--- src/rtl/ifq_pkg.sv ---
package ifq_pkg;
   localparam int unsigned BYTE_W = 8;
   localparam int unsigned WORD_W = 16;

   typedef logic [BYTE_W-1:0] byte_t;
   typedef logic [WORD_W-1:0] word_t;

   // number of bytes written into the ring by one completed fetch
   typedef enum logic [1:0] {
      PUSH_NONE = 2'd0,
      PUSH_ONE  = 2'd1,
      PUSH_TWO  = 2'd2
   } push_e;
endpackage

--- src/rtl/ifq_ring.sv ---
module ifq_ring
   import ifq_pkg::*;
#(
   parameter  int unsigned DEPTH = 6,
   localparam int unsigned PTR_W = $clog2(DEPTH),
   localparam int unsigned CNT_W = $clog2(DEPTH + 1)
) (
   input  logic             clk,
   input  logic             rst_n,
   input  logic             flush,
   input  push_e            push_n,
   input  byte_t            push_b0,
   input  byte_t            push_b1,
   input  logic             pop,
   output byte_t            head,
   output logic [CNT_W-1:0] level
);

   if (DEPTH < 2) begin : g_bad_depth
      $error("ifq_ring: DEPTH must hold at least one word");
   end

   logic [PTR_W-1:0] wr_q, rd_q, wr_p1, wr_p2, rd_p1;
   byte_t            slot_q [DEPTH];

   function automatic logic [PTR_W-1:0] bump(input logic [PTR_W-1:0] p);
      return (p == PTR_W'(DEPTH - 1)) ? '0 : p + 1'b1;
   endfunction

   always_comb begin
      wr_p1 = bump(wr_q);
      wr_p2 = bump(wr_p1);
      rd_p1 = bump(rd_q);
   end

   for (genvar i = 0; i < DEPTH; i++) begin : g_slot
      logic sel_lo, sel_hi;
      assign sel_lo = (push_n != PUSH_NONE) && (wr_q == PTR_W'(i));
      assign sel_hi = (push_n == PUSH_TWO) && (wr_p1 == PTR_W'(i));
      always_ff @(posedge clk or negedge rst_n) begin
         if (!rst_n)      slot_q[i] <= '0;
         else if (sel_lo) slot_q[i] <= push_b0;
         else if (sel_hi) slot_q[i] <= push_b1;
      end
   end

   always_ff @(posedge clk or negedge rst_n) begin
      if (!rst_n) begin
         wr_q  <= '0;
         rd_q  <= '0;
         level <= '0;
      end else if (flush) begin
         wr_q  <= '0;
         rd_q  <= '0;
         level <= '0;
      end else begin
         if (push_n == PUSH_TWO)      wr_q <= wr_p2;
         else if (push_n == PUSH_ONE) wr_q <= wr_p1;
         if (pop) rd_q <= rd_p1;
         level <= level + CNT_W'(push_n) - CNT_W'(pop);
      end
   end

   assign head = slot_q[rd_q];

   AST_NO_OVERFLOW: assert property (@(posedge clk) disable iff (!rst_n)
      int'(push_n) + int'(level) <= int'(DEPTH)) else $error("ring overflow");

   AST_FLUSH_EMPTY: assert property (@(posedge clk) disable iff (!rst_n)
      flush |=> level == '0) else $error("flush left bytes");

   AST_EMPTY_POP: assert property (@(posedge clk) disable iff (!rst_n)
      (level == '0 && push_n == PUSH_NONE && !flush) |=> level == '0)
      else $error("pop on empty changed level");

endmodule

--- src/rtl/ifq_fetch.sv ---
module ifq_fetch
   import ifq_pkg::*;
#(
   parameter  int unsigned DEPTH     = 6,
   parameter  int unsigned OFF_W     = 16,
   parameter  int unsigned SEG_W     = 16,
   parameter  int unsigned SEG_SHIFT = 4,
   parameter  int unsigned ADDR_W    = 20,
   localparam int unsigned CNT_W     = $clog2(DEPTH + 1)
) (
   input  logic              clk,
   input  logic              rst_n,
   input  logic [CNT_W-1:0]  level,
   input  logic [SEG_W-1:0]  seg_base,
   input  logic              flush,
   input  logic [OFF_W-1:0]  flush_off,
   input  logic              gnt,
   input  logic              done,
   input  word_t             data,
   output logic              req,
   output logic [ADDR_W-1:0] addr,
   output push_e             push_n,
   output byte_t             push_b0,
   output byte_t             push_b1
);

   if (ADDR_W < OFF_W) begin : g_bad_addr
      $error("ifq_fetch: ADDR_W narrower than the offset");
   end

   logic [OFF_W-1:0] off_q;
   logic             busy_q, drop_q;
   logic             room, odd, land;

   assign room = level <= CNT_W'(DEPTH - 2);
   assign req  = !busy_q && !flush && room;
   assign odd  = off_q[0];
   assign land = done && busy_q && !drop_q && !flush;

   always_comb begin
      push_n  = PUSH_NONE;
      if (land) push_n = odd ? PUSH_ONE : PUSH_TWO;
      push_b0 = odd ? data[15:8] : data[7:0];
      push_b1 = data[15:8];
   end

   if (SEG_SHIFT == 0) begin : g_flat
      assign addr = ADDR_W'(seg_base) + ADDR_W'(off_q);
   end else begin : g_shifted
      assign addr = ADDR_W'({seg_base, {SEG_SHIFT{1'b0}}}) + ADDR_W'(off_q);
   end

   always_ff @(posedge clk or negedge rst_n) begin
      if (!rst_n) begin
         off_q  <= '0;
         busy_q <= 1'b0;
         drop_q <= 1'b0;
      end else if (flush) begin
         off_q  <= flush_off;
         busy_q <= busy_q && !done;
         drop_q <= busy_q && !done;
      end else begin
         if (land) off_q <= off_q + (odd ? OFF_W'(1) : OFF_W'(2));
         if (busy_q && done) begin
            busy_q <= 1'b0;
            drop_q <= 1'b0;
         end else if (req && gnt) begin
            busy_q <= 1'b1;
         end
      end
   end

   AST_ODD_REALIGN: assert property (@(posedge clk) disable iff (!rst_n)
      push_n == PUSH_ONE |=> !off_q[0]) else $error("offset still odd");

   AST_FLUSH_OFF: assert property (@(posedge clk) disable iff (!rst_n)
      flush |=> off_q == $past(flush_off)) else $error("flush offset lost");

   AST_STALE_DROP: assert property (@(posedge clk) disable iff (!rst_n)
      (flush && busy_q && !done) |=> push_n == PUSH_NONE)
      else $error("stale fetch pushed");

endmodule

--- src/rtl/ifq_prefetch.sv ---
module ifq_prefetch
   import ifq_pkg::*;
#(
   parameter int unsigned DEPTH     = 6,
   parameter int unsigned OFF_W     = 16,
   parameter int unsigned SEG_W     = 16,
   parameter int unsigned SEG_SHIFT = 4,
   parameter int unsigned ADDR_W    = 20
) (
   input  logic              clk,
   input  logic              rst_n,
   input  logic [SEG_W-1:0]  seg_base,
   input  logic              flush,
   input  logic [OFF_W-1:0]  flush_off,
   output logic              fetch_req,
   output logic [ADDR_W-1:0] fetch_addr,
   input  logic              fetch_gnt,
   input  logic              fetch_done,
   input  logic [15:0]       fetch_data,
   output logic [7:0]        byte_out,
   output logic              byte_valid,
   input  logic              byte_take
);

   localparam int unsigned CNT_W = $clog2(DEPTH + 1);

   logic [CNT_W-1:0] level;
   push_e            push_n;
   byte_t            push_b0, push_b1;
   logic             pop;

   assign byte_valid = level != '0;
   assign pop        = byte_take && byte_valid && !flush;

   ifq_fetch #(
      .DEPTH(DEPTH), .OFF_W(OFF_W), .SEG_W(SEG_W),
      .SEG_SHIFT(SEG_SHIFT), .ADDR_W(ADDR_W)
   ) u_fetch (
      .clk(clk), .rst_n(rst_n), .level(level), .seg_base(seg_base),
      .flush(flush), .flush_off(flush_off), .gnt(fetch_gnt),
      .done(fetch_done), .data(fetch_data), .req(fetch_req),
      .addr(fetch_addr), .push_n(push_n), .push_b0(push_b0),
      .push_b1(push_b1)
   );

   ifq_ring #(.DEPTH(DEPTH)) u_ring (
      .clk(clk), .rst_n(rst_n), .flush(flush), .push_n(push_n),
      .push_b0(push_b0), .push_b1(push_b1), .pop(pop),
      .head(byte_out), .level(level)
   );

   AST_REQ_ROOM: assert property (@(posedge clk) disable iff (!rst_n)
      fetch_req |-> int'(level) + 2 <= int'(DEPTH)) else $error("request without room");

endmodule

--- config.mk ---
export PLATFORM = sky130hd
export DESIGN_NAME = ifq_prefetch
export DESIGN_NICKNAME = d
export VERILOG_FILES = /design/src/rtl/ifq_pkg.sv /design/src/rtl/ifq_ring.sv /design/src/rtl/ifq_fetch.sv /design/src/rtl/ifq_prefetch.sv
export SDC_FILE = /design/constraint.sdc
export NUM_CORES = 1
export LEC_CHECK = 0
export BUFFER_PORTS_ARGS = -buffer_cell sky130_fd_sc_hd__buf_2
export CORE_UTILIZATION = 39
export CTS_CLUSTER_DIAMETER = 40
export DETAILED_ROUTE_END_ITERATION = 8
export PLACE_DENSITY = 0.61
export RECOVER_POWER = 50
export SLEW_MARGIN = 20
export SYNTH_ARGS = -nofsm -noshare
export SYNTH_HDL_FRONTEND = slang
export SYNTH_HIERARCHICAL = 1
export SYNTH_SLANG_ARGS = --single-unit
--- constraint.sdc ---
create_clock -name clk -period 5.84 [get_ports clk]
set_input_delay 1.752 -clock clk [delete_from_list [all_inputs] [get_ports clk]]
set_output_delay 1.752 -clock clk [all_outputs]
set_load 0.005 [all_outputs]
==> Word-level counts from Yosys, hierarchy flattened <==
Cells that the tools add are included.
{ "word_totals": {"register_bits": 75, "latchBits": 0, "mem_bits_rw": 0, "romBits": 0, "in_bits": 54, "elab_cells": 110, "memories": 0} }
{ "classes": {"n_addsub": 7, "n_mul": 0, "div": 0, "n_lt_le_gt_ge": 2, "n_eq_ne": 13, "shifts": 0, "muxes": 35, "n_bitwise": 1, "n_reduce_logical": 40} }
{ "op_table": {"columns": ["operator", "n"], "rows": [
  ["$mux 8", 15],
  ["$mux 16", 2],
  ["$mux 3", 9],
  ["$bmux 8 s3", 1],
  ["$logic_and 1x1->1", 21],
  ["$add 20x16->20", 1],
  ["$reduce_bool 2->1", 10],
  ["$add 16x16->16", 1],
  ["$eq 3x3->1 const B", 5],
  ["$eq 3x2->1 const B", 4],
  ["$add 3x1->3 const B", 3],
  ["$reduce_bool 3->1", 3],
  ["$eq 3x1->1 const B", 2],
  ["$logic_not 3->1", 2],
  ["$mux 2", 3],
  ["$mux 1", 5],
  ["$ge 4x4->1 const B", 1],
  ["$logic_not 1->1", 4],
  ["$not 3->4", 1],
  ["$add 3x2->3", 1],
  ["$le 3x3->1 const B", 1],
  ["$sub 3x1->3", 1],
  ["$eq 2x1->1 const B", 1],
  ["$eq 2x2->1 const B", 1]
]} }

==> Logic depth before layout (Yosys ltp) <==
{ "logic_depth": {"ltp_word": 8, "depth_mapped": 12} }

==> Cells and area by module <==
The synthesis kept the hierarchy.
{ "by_module_without_submodules": {"columns": ["mod", "n_inst", "cells_each", "area_each_um2", "seq_area_each_um2"], "rows": [
  ["ifq_ring", 1, 297, 3403.3, 1426.4],
  ["ifq_fetch", 1, 223, 1858.0, 450.4],
  ["ifq_prefetch", 1, 2, 20.0, 0.0]
]} }

==> Worst setup path after synthesis <==
OpenSTA, ideal clock, no wires.
{ "synth_path": {"path_kind": "input to output", "startpoint": "in seg_base[0]", "endpoint": "out fetch_addr[16]", "arrival_time_ns": 3.276, "required_time_ns": 4.088, "path_slack_ns": 0.812, "stages": 7, "n_path_buf": 0, "path_cell_list": "ha_1 fa_1 a21o_1 a31o_2 a21oi_1 o21ai_0 xnor2_1"} }
{ "synth_between": {"elab_chain_len": 1} }
{ "synth_rtl": {"columns": ["item", "line", "source"], "rows": [
  ["start: declaration", "ifq_prefetch.sv:12", "input logic [SEG_W-1:0] seg_base,"],
  ["$add 20x16->20", "ifq_fetch.sv:50", "assign addr = ADDR_W'({seg_base, {SEG_SHIFT{1'b0}}}) + ADDR_W'(off_q);"],
  ["end: declaration", "ifq_prefetch.sv:16", "output logic [ADDR_W-1:0] fetch_addr,"]
]} }
No other way between the ends.

==> Worst setup path after layout <==
Same ends and word-level chain as after synthesis.

==> metrics.txt <==
# TYPE chip_impl_metric gauge
chip_impl_metric{name="timing.final.crit_period",unit="ns"} 5.32
chip_impl_metric{name="dr_total_vias",unit=""} 4050
chip_impl_info{name="mostFrequentLayoutCells",value="80 x buf_2, 75 x dfrtp_1, 55 x mux2_2"} 1
chip_impl_metric{name="post_cts_hold_buffer_count",unit=""} 0
chip_impl_metric{name="io_buffer_count",unit=""} 83
chip_impl_info{name="grt_setup_unrepaired",value="no"} 1
chip_impl_metric{name="ios",unit=""} 84
chip_impl_metric{name="layout_worst_path_cycle_share",unit="%"} 91.0
chip_impl_metric{name="grt_max_degree",unit=""} 46
chip_impl_metric{name="synth_sequential_area_ratio",unit="%"} 35.5
chip_impl_metric{name="final_util",unit="%"} 45.6
chip_impl_metric{name="cts_max_level",unit=""} 3
chip_impl_metric{name="fin_skew",unit="ns"} 0.00878
chip_impl_metric{name="ys_ff_latch",unit=""} 75
chip_impl_metric{name="timing.hold.ws",unit="ns"} 0.478
chip_impl_metric{name="max-slew-margin-rel",unit="%"} -32.8
chip_impl_metric{name="ff_latch_area",unit="um2"} 1880
chip_impl_metric{name="number_of_max_slew_violations_in_the_final_report",unit=""} 83
chip_impl_metric{name="synth_async_sr_flop_share",unit="%"} 100
chip_impl_metric{name="clk_pin_slew_worst_setup_hold_paths",unit="ns"} 0.05
chip_impl_metric{name="power.static_leakage",unit="uW"} 0.00271
chip_impl_metric{name="rows",unit=""} 42
chip_impl_metric{name="drt-pass1-iter-count",unit=""} 4
chip_impl_info{name="layout.cells.most_common",value="buf_2"} 1
chip_impl_metric{name="post_cts.resized_instances",unit=""} 0
chip_impl_metric{name="maxClockFrequency",unit="MHz"} 188
chip_impl_info{name="cts.root.buffer_cell",value="clkbuf_16"} 1
chip_impl_metric{name="drive_gt1_share",unit="%"} 32.0
chip_impl_metric{name="clock_latency",unit="ns"} 0.33
chip_impl_metric{name="power",unit="uW"} 1820
chip_impl_metric{name="remaining_drc_errors",unit=""} 0
chip_impl_metric{name="tightest_slew",unit="ns"} 1.99
chip_impl_metric{name="count_of_flip_flops_with_a_built_in_enable_after_synthesis",unit=""} 0
chip_impl_metric{name="post_synth_instance_area",unit="um2"} 5280
chip_impl_metric{name="multiInputGateArea",unit="um2"} 3100
chip_impl_metric{name="final_net_count",unit=""} 659
chip_impl_metric{name="grt_util_all_layers",unit="%"} 18.2
chip_impl_metric{name="cts_inserted_buffers",unit=""} 9
chip_impl_metric{name="grt_remaining_overflow",unit=""} 0
chip_impl_info{name="violated_checks",value="capacitance limit, slew limit"} 1
chip_impl_metric{name="hpwl",unit="um"} 8650
chip_impl_metric{name="via_per_inst",unit=""} 5.29
chip_impl_metric{name="floorplan.die.width",unit="um"} 118
chip_impl_metric{name="final-hold-violation-count",unit=""} 0
chip_impl_metric{name="syn-num-nets",unit=""} 596
chip_impl_info{name="crit_type",value="in -> out"} 1
chip_impl_metric{name="cts_num_sinks",unit=""} 75
chip_impl_metric{name="finalSetupTns",unit="ns"} 0
chip_impl_metric{name="placeableCoreArea",unit="um2"} 13200
chip_impl_metric{name="n_antenna_cell",unit=""} 0
chip_impl_metric{name="dieArea",unit="um2"} 14000
chip_impl_metric{name="synth_cell_type_count",unit=""} 66
chip_impl_metric{name="initialDrtViolationCount",unit=""} 182
chip_impl_metric{name="die-height",unit="um"} 118
chip_impl_metric{name="clockBufferDepth",unit=""} 2
chip_impl_info{name="crit_top_cell",value="buf_2"} 1
chip_impl_metric{name="start_util",unit="%"} 39.9
chip_impl_metric{name="synth-warning-count",unit=""} 6
chip_impl_metric{name="post_cts.repair.setup_buffers",unit=""} 0
chip_impl_metric{name="p_per_area",unit="nW/um2"} 302
chip_impl_metric{name="syn_to_final_growth",unit="%"} 14.4
chip_impl_metric{name="vias_in_the_first_global_route",unit=""} 4071
chip_impl_metric{name="number_of_nets_still_failing_antenna_checks_after_routing",unit=""} 0
chip_impl_metric{name="initial_antenna_violation_count",unit=""} 0
chip_impl_info{name="tritoncts",value="built"} 1
chip_impl_metric{name="critPathArrivalTime",unit="ns"} 3.56
chip_impl_metric{name="worst_ir_drop_vdd",unit="V"} 0.000130
chip_impl_metric{name="wl_per_cell",unit="um"} 16.0
chip_impl_metric{name="setup_viol",unit=""} 0
chip_impl_metric{name="wire_length_of_the_first_global_routing_pass",unit="um"} 20000
chip_impl_metric{name="count_of_filler_cells_inserted_in_the_layout",unit=""} 1243
chip_impl_info{name="run_status",value="complete, but fails checks"} 1
chip_impl_info{name="crit_path_end_kind",value="output pin"} 1
chip_impl_info{name="synthFlopType",value="dfrtp_1"} 1
chip_impl_metric{name="timing.critical_path.fanout_max",unit=""} 3
chip_impl_info{name="critical_path.startpoint_type",value="primary input"} 1
chip_impl_metric{name="routability_congestion_estimate_from_global_placement",unit=""} 0.853
chip_impl_metric{name="critPathMaxStageDelay",unit="ns"} 0.41
chip_impl_info{name="worstHoldPathType",value="reg -> reg"} 1
chip_impl_metric{name="post_synth_inst_count",unit=""} 522
chip_impl_info{name="slowest_stage",value="fa_1"} 1
chip_impl_metric{name="synthesized_area_per_cell",unit="um2"} 10.1
chip_impl_metric{name="totalWireLength",unit="um"} 12200
chip_impl_metric{name="worstPathRequired",unit="ns"} 4.09
chip_impl_info{name="worstPathCellList",value="buf_2 -> ha_1 -> fa_1 -> a21o_1 -> a31o_2 -> a21oi_1 -> o21ai_0 -> xnor2_1 -> buf_2"} 1
chip_impl_metric{name="maxCapViolations",unit=""} 2
-- where the power goes --
group | internal [uW] | switching (uW) | total (uW)
sequential | 624 | 81.9 | 706
combinational | 286 | 235 | 521
clock | 386 | 210 | 596
-- worst paths after layout --
| path | cells past startpoint | slack (ns) | to | from |
|---|---|---|---|---|
| worst max-delay path | 9 | 0.52 | fetch_addr[16] | seg_base[0] |
| worst min-delay path | 2 | 0.48 | u_ring/slot_q[17]$_DFFE_PN0P_ | u_ring/slot_q[17]$_DFFE_PN0P_ |
| worst max register to register | 7 | 2.79 | u_ring/slot_q[39]$_DFFE_PN0P_ | u_fetch/off_q[0]$_DFFE_PN0P_ |
| worst min register to register | 2 | 0.48 | u_ring/slot_q[17]$_DFFE_PN0P_ | u_ring/slot_q[17]$_DFFE_PN0P_ |
| max in group asynchronous | 2 | 1.94 | u_ring/wr_q[1]$_DFFE_PN0P_ | rst_n |
| min in group asynchronous | 1 | 1.98 | u_ring/slot_q[13]$_DFFE_PN0P_ | rst_n |
-- area by class of cell --
type | count | area share [%]
multi-input cells | 391 | 51.3
flip-flops and latches | 75 | 31.1
repair buffers | 89 | 7.46
clock buffers | 12 | 4.08
well taps | 176 | 3.65
clock inverters | 4 | 1.22
inverters | 19 | 1.18
-- sequential cells by signal, summed over array words and instances (netlist names) --
register,flops
u_fetch/drop_q,1
u_ring/rd_q,3
u_ring/wr_q,3
u_fetch/off_q,16
u_ring/slot_q,48
u_fetch/busy_q,1
u_ring/level,3
-- metal layers --
| layer | GRT usage [%] | up-vias | routed length (um) |
|---|---|---|---|
| li1 | - | 1981 | - |
| met1 | 22.3 | 1977 | 5370 |
| met2 | 32.5 | 82 | 6250 |
| met3 | 2.85 | 10 | 475 |
| met4 | 6.01 | 0 | 158 |
| met5 | 0 | - | 0 |
-- stage by stage --
stage | std cells | instance area (um2) | setup WS, ns
floorplan | 522 | 5280 | 0.812
global placement | 750 | 5730 | 0.535
detailed placement | 750 | 5730 | 0.509
CTS | 766 | 6050 | 0.511
global route | 766 | 6040 | 0.415
finish | 766 | 6040 | 0.524
-- cells by family (layout without fill, tap and decap cells) --
kind of cell / Yosys count / in the layout / synth area share, %
AO/OA/AOI/OAI: 97 / 97 / 12.0
adder cells (fa/ha/maj): 20 / 20 / 5.02
AND/OR/NAND/NOR: 144 / 144 / 14.5
multiplexers: 98 / 98 / 21.8
XOR/XNOR: 32 / 32 / 5.31
flip-flops: 75 / 75 / 35.5
buffers and inverters: 56 / 124 / 5.80
-- cells in the mapped netlist, drive strengths merged, types with 3 or more instances --
master  number  area share (%)
a21oi       27             3.1
nand3        8            0.85
xor2        14             2.3
o22ai       10             1.2
nand3b       3            0.66
a211oi       3            0.52
nor3b        3            0.43
and2         3            0.36
buf         27             3.6
inv         18             1.3
o21ai       37             3.5
ha          18             4.3
dfrtp       75              36
or3          3            0.45
a21o         5            0.71
xnor2       18             3.0
nand4        5            0.59
mux2i       34             6.4
nor2        33             2.7
nor3        15             2.0
mux4         8             3.4
nand2       54             3.8
mux2        56              12
nand2b       5            0.73
clkbuf       9            0.64
-- critical path, delay by kind of cell --
kind	cells	cell delay [ns]
xor+xnor	1	0.14
compound gates	4	0.80
buf+inv	2	0.22
fa+ha+maj	2	0.64
No activity file was read; power rests on OpenSTA's default activity.
